<file path="config.mk">
export PLATFORM = sky130hd
export DESIGN_NAME = dma_iter_seq
export DESIGN_NICKNAME = d
export VERILOG_FILES = /design/src/rtl/dma_iter_pkg.sv /design/src/rtl/dma_iter_slot.sv /design/src/rtl/dma_iter_step.sv /design/src/rtl/dma_iter_out.sv /design/src/rtl/dma_iter_seq.sv
export SDC_FILE = /design/constraint.sdc
export NUM_CORES = 2
export LEC_CHECK = 0
export BUFFER_PORTS_ARGS = -buffer_cell sky130_fd_sc_hd__clkbuf_2
export CAP_MARGIN = 20
export CORE_ASPECT_RATIO = 0.75
export CORE_MARGIN = 1
export CORE_UTILIZATION = 55
export DETAILED_ROUTE_END_ITERATION = 16
export GPL_TIMING_DRIVEN = 0
export PLACE_DENSITY = 0.72
export REMOVE_ABC_BUFFERS = 1
export SLEW_MARGIN = 15
export SYNTH_ARGS = -nofsm -noshare
export SYNTH_HDL_FRONTEND = slang
export SYNTH_SLANG_ARGS = --single-unit
</file>
<file path="constraint.sdc">
create_clock -name clk -period 9.9 [get_ports clk]
set_input_delay 1.98 -clock clk [delete_from_list [all_inputs] [get_ports clk]]
set_output_delay 1.98 -clock clk [all_outputs]
set_load 0.03 [all_outputs]
</file>
<file path="src/rtl/dma_iter_pkg.sv">
package dma_iter_pkg;
  localparam int CNT_REG_W  = 16;
  localparam int CNT_FULL_W = 15;
  localparam int CNT_LNK_W  = 9;
  localparam int LNK_LSB    = 9;
  localparam int LNK_W      = 4;
  localparam int LAYOUT_BIT = 15;
  localparam int CTRL_W     = 8;
  localparam int CTL_IRQ    = 0;
  localparam int CTL_SG     = 1;
  localparam int CTL_MLINK  = 2;
  localparam int CTL_MCH    = 4;

  typedef enum logic [1:0] {
    SEL_CUR   = 2'd0,
    SEL_BEG   = 2'd1,
    SEL_CTRL  = 2'd2,
    SEL_ADJ   = 2'd3
  } slot_sel_e;

  function automatic logic [CNT_FULL_W-1:0] count_of(input logic [CNT_REG_W-1:0] w);
    if (w[LAYOUT_BIT]) count_of = {{(CNT_FULL_W-CNT_LNK_W){1'b0}}, w[CNT_LNK_W-1:0]};
    else               count_of = w[CNT_FULL_W-1:0];
  endfunction
endpackage

</file>
<file path="src/rtl/dma_iter_slot.sv">
module dma_iter_slot
  import dma_iter_pkg::*;
#(
  parameter int AW = 32
) (
  input  logic                 clk,
  input  logic                 rst_n,
  input  logic                 wr_en,
  input  logic [1:0]           wr_sel,
  input  logic [AW-1:0]        wr_data,
  input  logic                 upd_en,
  input  logic [CNT_REG_W-1:0] upd_cur,
  output logic [CNT_REG_W-1:0] cur_o,
  output logic [CNT_REG_W-1:0] beg_o,
  output logic [CTRL_W-1:0]    ctrl_o,
  output logic [AW-1:0]        adj_o,
  output logic                 cfg_err_o
);
  logic [CNT_REG_W-1:0] cur_q, cur_d, beg_q, beg_d;
  logic [CTRL_W-1:0]    ctrl_q, ctrl_d;
  logic [AW-1:0]        adj_q, adj_d;

  always_comb begin
    cur_d  = cur_q;
    beg_d  = beg_q;
    ctrl_d = ctrl_q;
    adj_d  = adj_q;
    if (upd_en) cur_d = upd_cur;
    if (wr_en) begin
      case (slot_sel_e'(wr_sel))
        SEL_CUR:  cur_d  = wr_data[CNT_REG_W-1:0];
        SEL_BEG:  beg_d  = wr_data[CNT_REG_W-1:0];
        SEL_CTRL: ctrl_d = wr_data[CTRL_W-1:0];
        default:  adj_d  = wr_data;
      endcase
    end
  end

  always_ff @(posedge clk or negedge rst_n) begin
    if (!rst_n) begin
      cur_q  <= '0;
      beg_q  <= '0;
      ctrl_q <= '0;
      adj_q  <= '0;
    end else if (wr_en || upd_en) begin
      cur_q  <= cur_d;
      beg_q  <= beg_d;
      ctrl_q <= ctrl_d;
      adj_q  <= adj_d;
    end
  end

  assign cur_o     = cur_q;
  assign beg_o     = beg_q;
  assign ctrl_o    = ctrl_q;
  assign adj_o     = adj_q;
  assign cfg_err_o = (cur_q[LAYOUT_BIT] != beg_q[LAYOUT_BIT])
                   || (count_of(cur_q) == '0) || (count_of(beg_q) == '0);
endmodule

</file>
<file path="src/rtl/dma_iter_step.sv">
module dma_iter_step
  import dma_iter_pkg::*;
#(
  parameter int AW = 32
) (
  input  logic                 act,
  input  logic [CNT_REG_W-1:0] cur,
  input  logic [CNT_REG_W-1:0] beg,
  input  logic [CTRL_W-1:0]    ctrl,
  input  logic [AW-1:0]        adj,
  input  logic [AW-1:0]        dst,
  output logic                 upd_en,
  output logic [CNT_REG_W-1:0] upd_cur,
  output logic                 exhaust,
  output logic                 mnr_vld,
  output logic [LNK_W-1:0]     mnr_ch,
  output logic                 mjr_vld,
  output logic [LNK_W-1:0]     mjr_ch,
  output logic                 irq,
  output logic                 sg,
  output logic [AW-1:0]        adj_addr
);
  logic [CNT_FULL_W-1:0] cnt, nxt;

  always_comb begin
    cnt     = count_of(cur);
    nxt     = cnt - 1'b1;
    upd_en  = act;
    exhaust = act && (nxt == '0);
    if (exhaust)               upd_cur = beg;
    else if (cur[LAYOUT_BIT])  upd_cur = {cur[CNT_REG_W-1:CNT_LNK_W], nxt[CNT_LNK_W-1:0]};
    else                       upd_cur = {cur[LAYOUT_BIT], nxt};
    mnr_vld  = act && !exhaust && cur[LAYOUT_BIT];
    mnr_ch   = cur[LNK_LSB +: LNK_W];
    mjr_vld  = exhaust && ctrl[CTL_MLINK];
    mjr_ch   = ctrl[CTL_MCH +: LNK_W];
    irq      = exhaust && ctrl[CTL_IRQ];
    sg       = ctrl[CTL_SG];
    adj_addr = sg ? adj : (dst + adj);
  end
endmodule

</file>
<file path="src/rtl/dma_iter_out.sv">
module dma_iter_out
  import dma_iter_pkg::*;
#(
  parameter int NCH = 16,
  parameter int AW  = 32,
  localparam int CHW = $clog2(NCH)
) (
  input  logic             clk,
  input  logic             rst_n,
  input  logic             sw_start,
  input  logic [CHW-1:0]   sw_ch,
  input  logic             mnr_vld,
  input  logic [LNK_W-1:0] mnr_ch,
  input  logic             mjr_vld,
  input  logic [LNK_W-1:0] mjr_ch,
  input  logic             exhaust,
  input  logic             irq,
  input  logic [CHW-1:0]   irq_ch,
  input  logic             sg,
  input  logic [AW-1:0]    adj_addr_d,
  output logic [NCH-1:0]   start_req,
  output logic [NCH-1:0]   done_irq,
  output logic             adj_valid,
  output logic [AW-1:0]    adj_addr,
  output logic             sg_load
);
  logic [NCH-1:0] start_d, irq_d, start_q, irq_q;
  logic           vld_q, sg_q;
  logic [AW-1:0]  addr_q;

  always_comb begin
    for (int i = 0; i < NCH; i++) begin
      start_d[i] = (sw_start && (sw_ch == CHW'(i)))
                || (mnr_vld && (mnr_ch == LNK_W'(i)))
                || (mjr_vld && (mjr_ch == LNK_W'(i)));
      irq_d[i]   = irq && (irq_ch == CHW'(i));
    end
  end

  always_ff @(posedge clk or negedge rst_n) begin
    if (!rst_n) begin
      start_q <= '0;
      irq_q   <= '0;
      vld_q   <= 1'b0;
      sg_q    <= 1'b0;
    end else begin
      start_q <= start_d;
      irq_q   <= irq_d;
      vld_q   <= exhaust;
      sg_q    <= exhaust && sg;
    end
  end

  always_ff @(posedge clk or negedge rst_n) begin
    if (!rst_n)       addr_q <= '0;
    else if (exhaust) addr_q <= adj_addr_d;
  end

  assign start_req = start_q;
  assign done_irq  = irq_q;
  assign adj_valid = vld_q;
  assign adj_addr  = addr_q;
  assign sg_load   = sg_q;
endmodule

</file>
<file path="src/rtl/dma_iter_seq.sv">
module dma_iter_seq
  import dma_iter_pkg::*;
#(
  parameter int NCH = 16,
  parameter int AW  = 32,
  localparam int CHW = $clog2(NCH)
) (
  input  logic                 clk,
  input  logic                 rst_n,
  input  logic                 minor_done,
  input  logic [CHW-1:0]       minor_ch,
  input  logic [AW-1:0]        minor_dst,
  input  logic                 sw_start,
  input  logic [CHW-1:0]       sw_ch,
  input  logic                 wr_en,
  input  logic [CHW-1:0]       wr_ch,
  input  logic [1:0]           wr_sel,
  input  logic [AW-1:0]        wr_data,
  input  logic [CHW-1:0]       rd_ch,
  output logic [CNT_REG_W-1:0] rd_cur,
  output logic [NCH-1:0]       cfg_err,
  output logic [NCH-1:0]       start_req,
  output logic [NCH-1:0]       done_irq,
  output logic                 adj_valid,
  output logic [AW-1:0]        adj_addr,
  output logic                 sg_load
);
  logic [CNT_REG_W-1:0] cur_a [NCH];
  logic [CNT_REG_W-1:0] beg_a [NCH];
  logic [CTRL_W-1:0]    ctrl_a [NCH];
  logic [AW-1:0]        adj_a [NCH];

  logic                 act, upd_en, exhaust, mnr_vld, mjr_vld, irq, sg;
  logic [CNT_REG_W-1:0] upd_cur;
  logic [LNK_W-1:0]     mnr_ch, mjr_ch;
  logic [AW-1:0]        adj_next;

  for (genvar g = 0; g < NCH; g++) begin : g_slot
    dma_iter_slot #(.AW(AW)) u_slot (
      .clk      (clk),
      .rst_n    (rst_n),
      .wr_en    (wr_en && (wr_ch == CHW'(g))),
      .wr_sel   (wr_sel),
      .wr_data  (wr_data),
      .upd_en   (upd_en && (minor_ch == CHW'(g))),
      .upd_cur  (upd_cur),
      .cur_o    (cur_a[g]),
      .beg_o    (beg_a[g]),
      .ctrl_o   (ctrl_a[g]),
      .adj_o    (adj_a[g]),
      .cfg_err_o(cfg_err[g])
    );
  end

  assign act    = minor_done && !cfg_err[minor_ch];
  assign rd_cur = cur_a[rd_ch];

  dma_iter_step #(.AW(AW)) u_step (
    .act     (act),
    .cur     (cur_a[minor_ch]),
    .beg     (beg_a[minor_ch]),
    .ctrl    (ctrl_a[minor_ch]),
    .adj     (adj_a[minor_ch]),
    .dst     (minor_dst),
    .upd_en  (upd_en),
    .upd_cur (upd_cur),
    .exhaust (exhaust),
    .mnr_vld (mnr_vld),
    .mnr_ch  (mnr_ch),
    .mjr_vld (mjr_vld),
    .mjr_ch  (mjr_ch),
    .irq     (irq),
    .sg      (sg),
    .adj_addr(adj_next)
  );

  dma_iter_out #(.NCH(NCH), .AW(AW)) u_out (
    .clk       (clk),
    .rst_n     (rst_n),
    .sw_start  (sw_start),
    .sw_ch     (sw_ch),
    .mnr_vld   (mnr_vld),
    .mnr_ch    (mnr_ch),
    .mjr_vld   (mjr_vld),
    .mjr_ch    (mjr_ch),
    .exhaust   (exhaust),
    .irq       (irq),
    .irq_ch    (minor_ch),
    .sg        (sg),
    .adj_addr_d(adj_next),
    .start_req (start_req),
    .done_irq  (done_irq),
    .adj_valid (adj_valid),
    .adj_addr  (adj_addr),
    .sg_load   (sg_load)
  );
endmodule

</file>
# Yosys cells after proc, flatten, opt, wreduce, memory -nomap -nowiden
# Cells that the tools add are included.
dict set report word_totals {
  ff_bits 1218
  input_bits 87
}
dict set report classes {
  add_sub_neg 2
  order_cmp 3
  n_eq_ne 93
  n_mux 101
  n_bitwise 3
  reduce_logical 273
}
# operator count
set op_table {}
lappend op_table {{$mux W16} 56}
lappend op_table {{$logic_not A15 Y1} 33}
lappend op_table {{$mux W15} 33}
lappend op_table {{$bmux W16 S4} 3}
lappend op_table {{$eq A4 B4 Y1 const B} 40}
lappend op_table {{$reduce_and A3 Y1} 48}
lappend op_table {{$bmux W32 S4} 1}
lappend op_table {{$logic_and A1 B1 Y1} 103}
lappend op_table {{$mux W32} 3}
lappend op_table {{$eq A4 B3 Y1 const B} 20}
lappend op_table {{$logic_or A1 B1 Y1} 80}
lappend op_table {{$eq A4 B2 Y1 const B} 10}
lappend op_table {{$add A32 B32 Y32} 1}
lappend op_table {{$bmux W8 S4} 1}
lappend op_table {{$eq A4 B1 Y1 const B} 5}
lappend op_table {{$logic_not A4 Y1} 5}
lappend op_table {{$mux W8} 2}
lappend op_table {{$ne A1 B1 Y1} 16}
lappend op_table {{$sub A15 B1 Y15 const B} 1}
lappend op_table {{$ge A5 B5 Y1 const B} 2}
lappend op_table {{$not A4 Y5} 2}
lappend op_table {{$lt A4 B5 Y1 const B} 1}
lappend op_table {{$bmux W1 S4} 1}
lappend op_table {{$reduce_or A3 Y1} 1}
lappend op_table {{other kinds (6)} 7}

# Logic depth before layout (Yosys ltp)
dict set report logic_depth {
  word_depth 15
  depth_mapped 23
}

# Cells and area by module
# From an unflattened synthesis, not the netlist that was laid out.
dict set report unflattened {
  hier_cells 4612
  area_unflattened_um2 62205.9
}
# mod n_inst cells_each area_each_um2 seq_area_each_um2
set by_module_without_submodules {}
lappend by_module_without_submodules {dma_iter_slot 16 203 2906.5 1801.7}
lappend by_module_without_submodules {dma_iter_seq 1 796 10562.6 0.0}
lappend by_module_without_submodules {dma_iter_out 1 197 2576.2 1651.6}
lappend by_module_without_submodules {dma_iter_step 1 371 2562.5 0.0}

# Worst setup path before layout
# Ideal clock, no wire load.
dict set report synth_timing {
  path_kind {in2reg}
  from {input minor_ch[0]}
  to {register u_out.addr_q[30], in the netlist u_out.adj_addr[30]}
  setup_ps 65
  arrival_time_ps 7064
  required_time_ps 9835
  slack_ps 2771
  stages 21
  n_path_buf 9
  cell_sequence {buf_6 buf_6 buf_6 buf_2 buf_6 buf_2 buf_4 buf_2 mux4_2 mux4_2 ha_1 clkbuf_1 a21o_1 a21o_1 a221oi_1 o221ai_1 o21ai_0 a21oi_1 or4_1 nand3_1 mux2_2}
}
dict set report synth_via {
  elab_chain_cells 8
  word_cells_on_any_way 20
}
# item line_no
set synth_rtl {}
lappend synth_rtl {{from (decl)} dma_iter_seq.sv:11} ;# input logic [CHW-1:0] minor_ch,
lappend synth_rtl {{$not A4 Y5 (not written as such)} {dma_iter_seq.sv:60, dma_iter_seq.sv:62, dma_iter_seq.sv:63}}
lappend synth_rtl {{$bmux W16 S4} dma_iter_seq.sv:60} ;# .cur (cur_a[minor_ch]),
lappend synth_rtl {{$mux W16 (not written as such) (2 in series)} dma_iter_seq.sv:60}
lappend synth_rtl {{$mux W15} dma_iter_pkg.sv:22} ;# if (w[LAYOUT_BIT]) count_of = {{(CNT_FULL_W-CNT_LNK_W){1'b0}}, w[CNT_LNK_W-1:0]};
lappend synth_rtl {{$sub A15 B1 Y15} dma_iter_step.sv:27} ;# nxt = cnt - 1'b1;
lappend synth_rtl {{$logic_not A15 Y1} dma_iter_step.sv:29} ;# exhaust = act && (nxt == '0);
lappend synth_rtl {{$logic_and A1 B1 Y1} dma_iter_step.sv:29}
lappend synth_rtl {{to (signal assigned)} dma_iter_out.sv:56} ;# else if (exhaust) addr_q <= adj_addr_d;
lappend synth_rtl {{to (decl)} dma_iter_out.sv:29} ;# logic [AW-1:0] addr_q;
# Parallel ways exist; a longest one is shown, timed or not. The select of a mux whose other input is x is not followed.
# A chain may end at the register's enable or synchronous reset.

# Worst setup path in the final report
dict set report layout_timing {
  from {input minor_ch[1]}
  to {register u_out.addr_q[6], in the netlist u_out.adj_addr[6]}
}
# The elaborated chain is that of the path after synthesis.

==> results.txt <==
* Async set or reset register ratio after synthesis: 100%
- Number of primary I/O pins: around 190
* Worst Setup Path Type: input port to flop
- The finished layout holds about 6.3k standard cells, fillers aside.
- Share of the synthesized area in compound gates (AO/OA/AOI/OAI): ~8.3%
- Worst-path cell chain: clkbuf_8 > buf_16 > mux4_2 > a22oi_1 > nand2_1 > inv_1 > ha_1 > inv_1 > nor3_4 > xnor2_2 > buf_6 > buf_6 > nor4b_2 > nand3_1 > nor2_4 > buf_12 > mux2_2
- Across the run, the number of max-cap violations was 0.
* Vias after detailed routing: roughly 45k
- On the critical path the largest part of the delay comes from simple AND/OR/NAND/NOR gates.
- DP Wirelength: roughly 130000 microns
- Final critical path time including I/O delays and setup: between 7 and 8 ns
* Clock sink count: 1202
- Drt first-iter violations: roughly 5.2k
- Type of the most critical hold path: flop to flop
* Layout cell share with drive strength beyond 1: 39.8%
* Setup violations, final: 0
- At the end of the flow, the number of nets in the layout was approximately 4.8k.
- The synthesized netlist devotes ~8.2% of its cell area to simple gates.
- Main combinational cell family by area after synthesis: multiplexers
- For this design the static power due to leakage is 30.8 nW.
* Cell Area, Synth: 0.0632 sq mm
- Cts bufs inserted: approximately 120
- In this run the vertical extent of the chip is 296 microns.
* Initial core utilization: approximately 56%
- The slowest stage of the critical path belongs to the cell sky130_fd_sc_hd__nand3_1.
* Worst Skew: between 0.04 and 0.05 ns
- Detailed-route vias per instance: about 7.0
- Largest voltage drop on the vdd net: around 130 uV
- The synthesized design contains between 1k and 1.5k register bits.
- The die covers between 0.1 and 0.15 sq mm.
- Together, buffers and inverters on the worst path number 7.
- CTS tree: yes
- Global routing used 33.6% of the available tracks.
* Cell total after placement: between 6k and 7k
- Number of placement rows: between 100 and 150
- Post-synthesis mux area share: a little under a third
- Entering global routing, the biggest net connects 98 pins.
* Most common cell in the synthesized netlist: sky130_fd_sc_hd__dfrtp_1
* GR Overflow Total: 0
* Mean instance size in the synthesized netlist: about 13 sq um
* Required time of the critical path: 10.53 ns
- Post-synthesis to final-layout area growth: 10.8%
- Of all nets on the critical path, the largest fanout is 76.
- Post-synth top area share: between 40% and 50%
- Adder and majority cell fraction of the synthesized area: 0.685%
- The number of setup buffers added after CTS is 0.
- Summing all multi-input logic gate instances after layout gives between 0.03 and 0.04 sq mm.
- Count of hold-fix buffers inserted at cts: 0
- By area the synthesized netlist is led by sky130_fd_sc_hd__dfrtp_1 48%, sky130_fd_sc_hd__mux2_2 16%, sky130_fd_sc_hd__mux4_2 15%.
* Routed wirelength normalized by instance count: approximately 31 microns
- Setup total negative slack on the finished layout was measured at 0 ns.
- The detail route stage leaves a number of antenna-violating nets equal to 0.
- Count of unresolved DRC violations after routing: 0
* Most instantiated flip-flop cell in the synthesis netlist: sky130_fd_sc_hd__dfrtp_1
- At the end of routability-driven placement, the weighted congestion stood at ~0.99.
- For this run, the slowest stage of the critical path takes approximately 0.85 ns.
* Seq/Total Area, Yosys: a little under half
* Highest Clock Rate: roughly 130 MHz
- Chip width: ~390 microns
- 1st-pass router iterations: 8
* Synth top cells by count: 1202 x sky130_fd_sc_hd__dfrtp_1, 908 x sky130_fd_sc_hd__mux2_2, 416 x sky130_fd_sc_hd__mux4_2
- Run status: completed
- STA classifies the critical path endpoint as a flop.
- Unrepaired setup endpoints after global routing: false
* Post-Synthesis Cells: ~4.8k
- Port buffering added 184 buffers.
- EDFF count, synth: 0
* Clock latency on the worst-skew pair: a little under 0.8 ns
* Number of max-slew violations in the final report: 0
- The root buffer cell chosen for the clock tree is sky130_fd_sc_hd__clkbuf_16.
* YS warnings: 0
- The layout has roughly 8.5k filler cells.
- Reg clk slew, reported paths: approximately 0.070 ns
- Summed over all instances, the cell type with the most area after synthesis is sky130_fd_sc_hd__dfrtp_1.
* Power per cell area: 226 mW/mm^2
* Distinct cell type count after synthesis: 81
- H-tree levels: 3
- STA classifies the critical path startpoint as an input port.
- At the worst endpoint, the arrival time is 8.06 ns.
- Floorplan core area: between 0.1 and 0.15 sq mm
- Across the whole layout, storage elements account for 0.0301 sq mm.
- The number of failing hold endpoints at the final stage was 0.
- Tightest Pin Transition: 1.24 ns
* Total Routed Length: 195000 microns
- The number of antenna violations at the first check in global routing was 6.
- Xor and xnor area share after synthesis: less than 1%
- Number of global-route vias before repair: between 40k and 50k
- Number of instances resized during post-cts repair: 0
* Final period utilization: approximately three quarters
- Clock buffer depth: 3
- Max-slew headroom at the worst pin: between 15 and 20%
* Wire length of the first global-routing pass: 294000 microns
final timing paths:
path,cells after the start,slack (ns),endpoint,startpoint
worst max-delay path,17,2.47,u_out.adj_addr[6],minor_ch[1]
worst min-delay path,1,0.49,u_out.adj_addr[25],u_out.adj_addr[25]
worst max register to register,15,4.20,u_out.adj_addr[6],g_slot[0].u_slot.cur_o[0]
worst min register to register,1,0.49,u_out.adj_addr[25],u_out.adj_addr[25]
max in group asynchronous,6,6.35,g_slot[9].u_slot.beg_o[1],rst_n
min in group asynchronous,1,1.19,g_slot[1].u_slot.adj_o[17],rst_n
power by group:
part	total [mW]	internal [mW]	switching, mW
logic	4.36	2.11	2.25
clock network	4.71	2.68	2.03
registers	6.77	5.87	0.905
registers in the layout, indices dropped and copies added (netlist names):
signal,count
g_slot.u_slot.adj_o,512
g_slot.u_slot.beg_o,256
g_slot.u_slot.cur_o,256
u_out.start_req,16
u_out.adj_addr,32
u_out.adj_valid,1
u_out.done_irq,16
u_out.sg_load,1
g_slot.u_slot.ctrl_o,112
cell type report:
cell class | instances | share of cell area, %
Clock buffer | 159 | 4.72
Tap cell | 1526 | 2.72
Sequential cell | 1202 | 42.9
Clock inverter | 52 | 0.994
Inverter | 28 | 0.150
Antenna cell | 8 | 0.0286
Timing Repair Buffer | 277 | 3.90
Multi-Input combinational cell | 3097 | 44.6
per-layer routing:
metal | share of wire, % | track usage [%] | wire [microns]
met5 | 0.017 | 0 | 33
met2 | 44 | 48.5 | 85200
met1 | 40 | 47.2 | 77800
met3 | 12 | 11.8 | 24100
met4 | 4.2 | 12.4 | 8110
stage by stage:
stage	hold slack, ns	setup WS (ns)	utilization [%]	area, sq um	total power [mW]
floorplan	0.474	3.41	-	61100	9.36
global placement	0.472	-22.74	56.2	63900	10.8
detailed placement	0.480	1.83	58.0	66000	11.0
CTS	0.495	2.62	61.5	70000	15.7
global route	0.511	2.45	61.6	70100	16.4
finish	0.490	2.47	61.6	70100	15.8
placed cells by master, fill, tap and decap left out, types with 90 or more instances in the layout:
cell	n
sky130_fd_sc_hd__nor2_1	272
sky130_fd_sc_hd__dfrtp_1	1202
sky130_fd_sc_hd__o31ai_1	95
sky130_fd_sc_hd__a41oi_1	90
sky130_fd_sc_hd__clkbuf_2	166
sky130_fd_sc_hd__o2bb2ai_1	112
sky130_fd_sc_hd__nand2_1	166
sky130_fd_sc_hd__nand3_1	98
sky130_fd_sc_hd__mux2_2	908
sky130_fd_sc_hd__clkbuf_16	118
sky130_fd_sc_hd__mux4_2	416
cell families after synthesis:
logic type | after synthesis
compound gates | 673
xor+xnor | 35
fa+ha+maj | 34
buf+inv | 490
flops | 1202
mux | 1340
simple gates | 1015
Power figures use the tool's default switching activity.
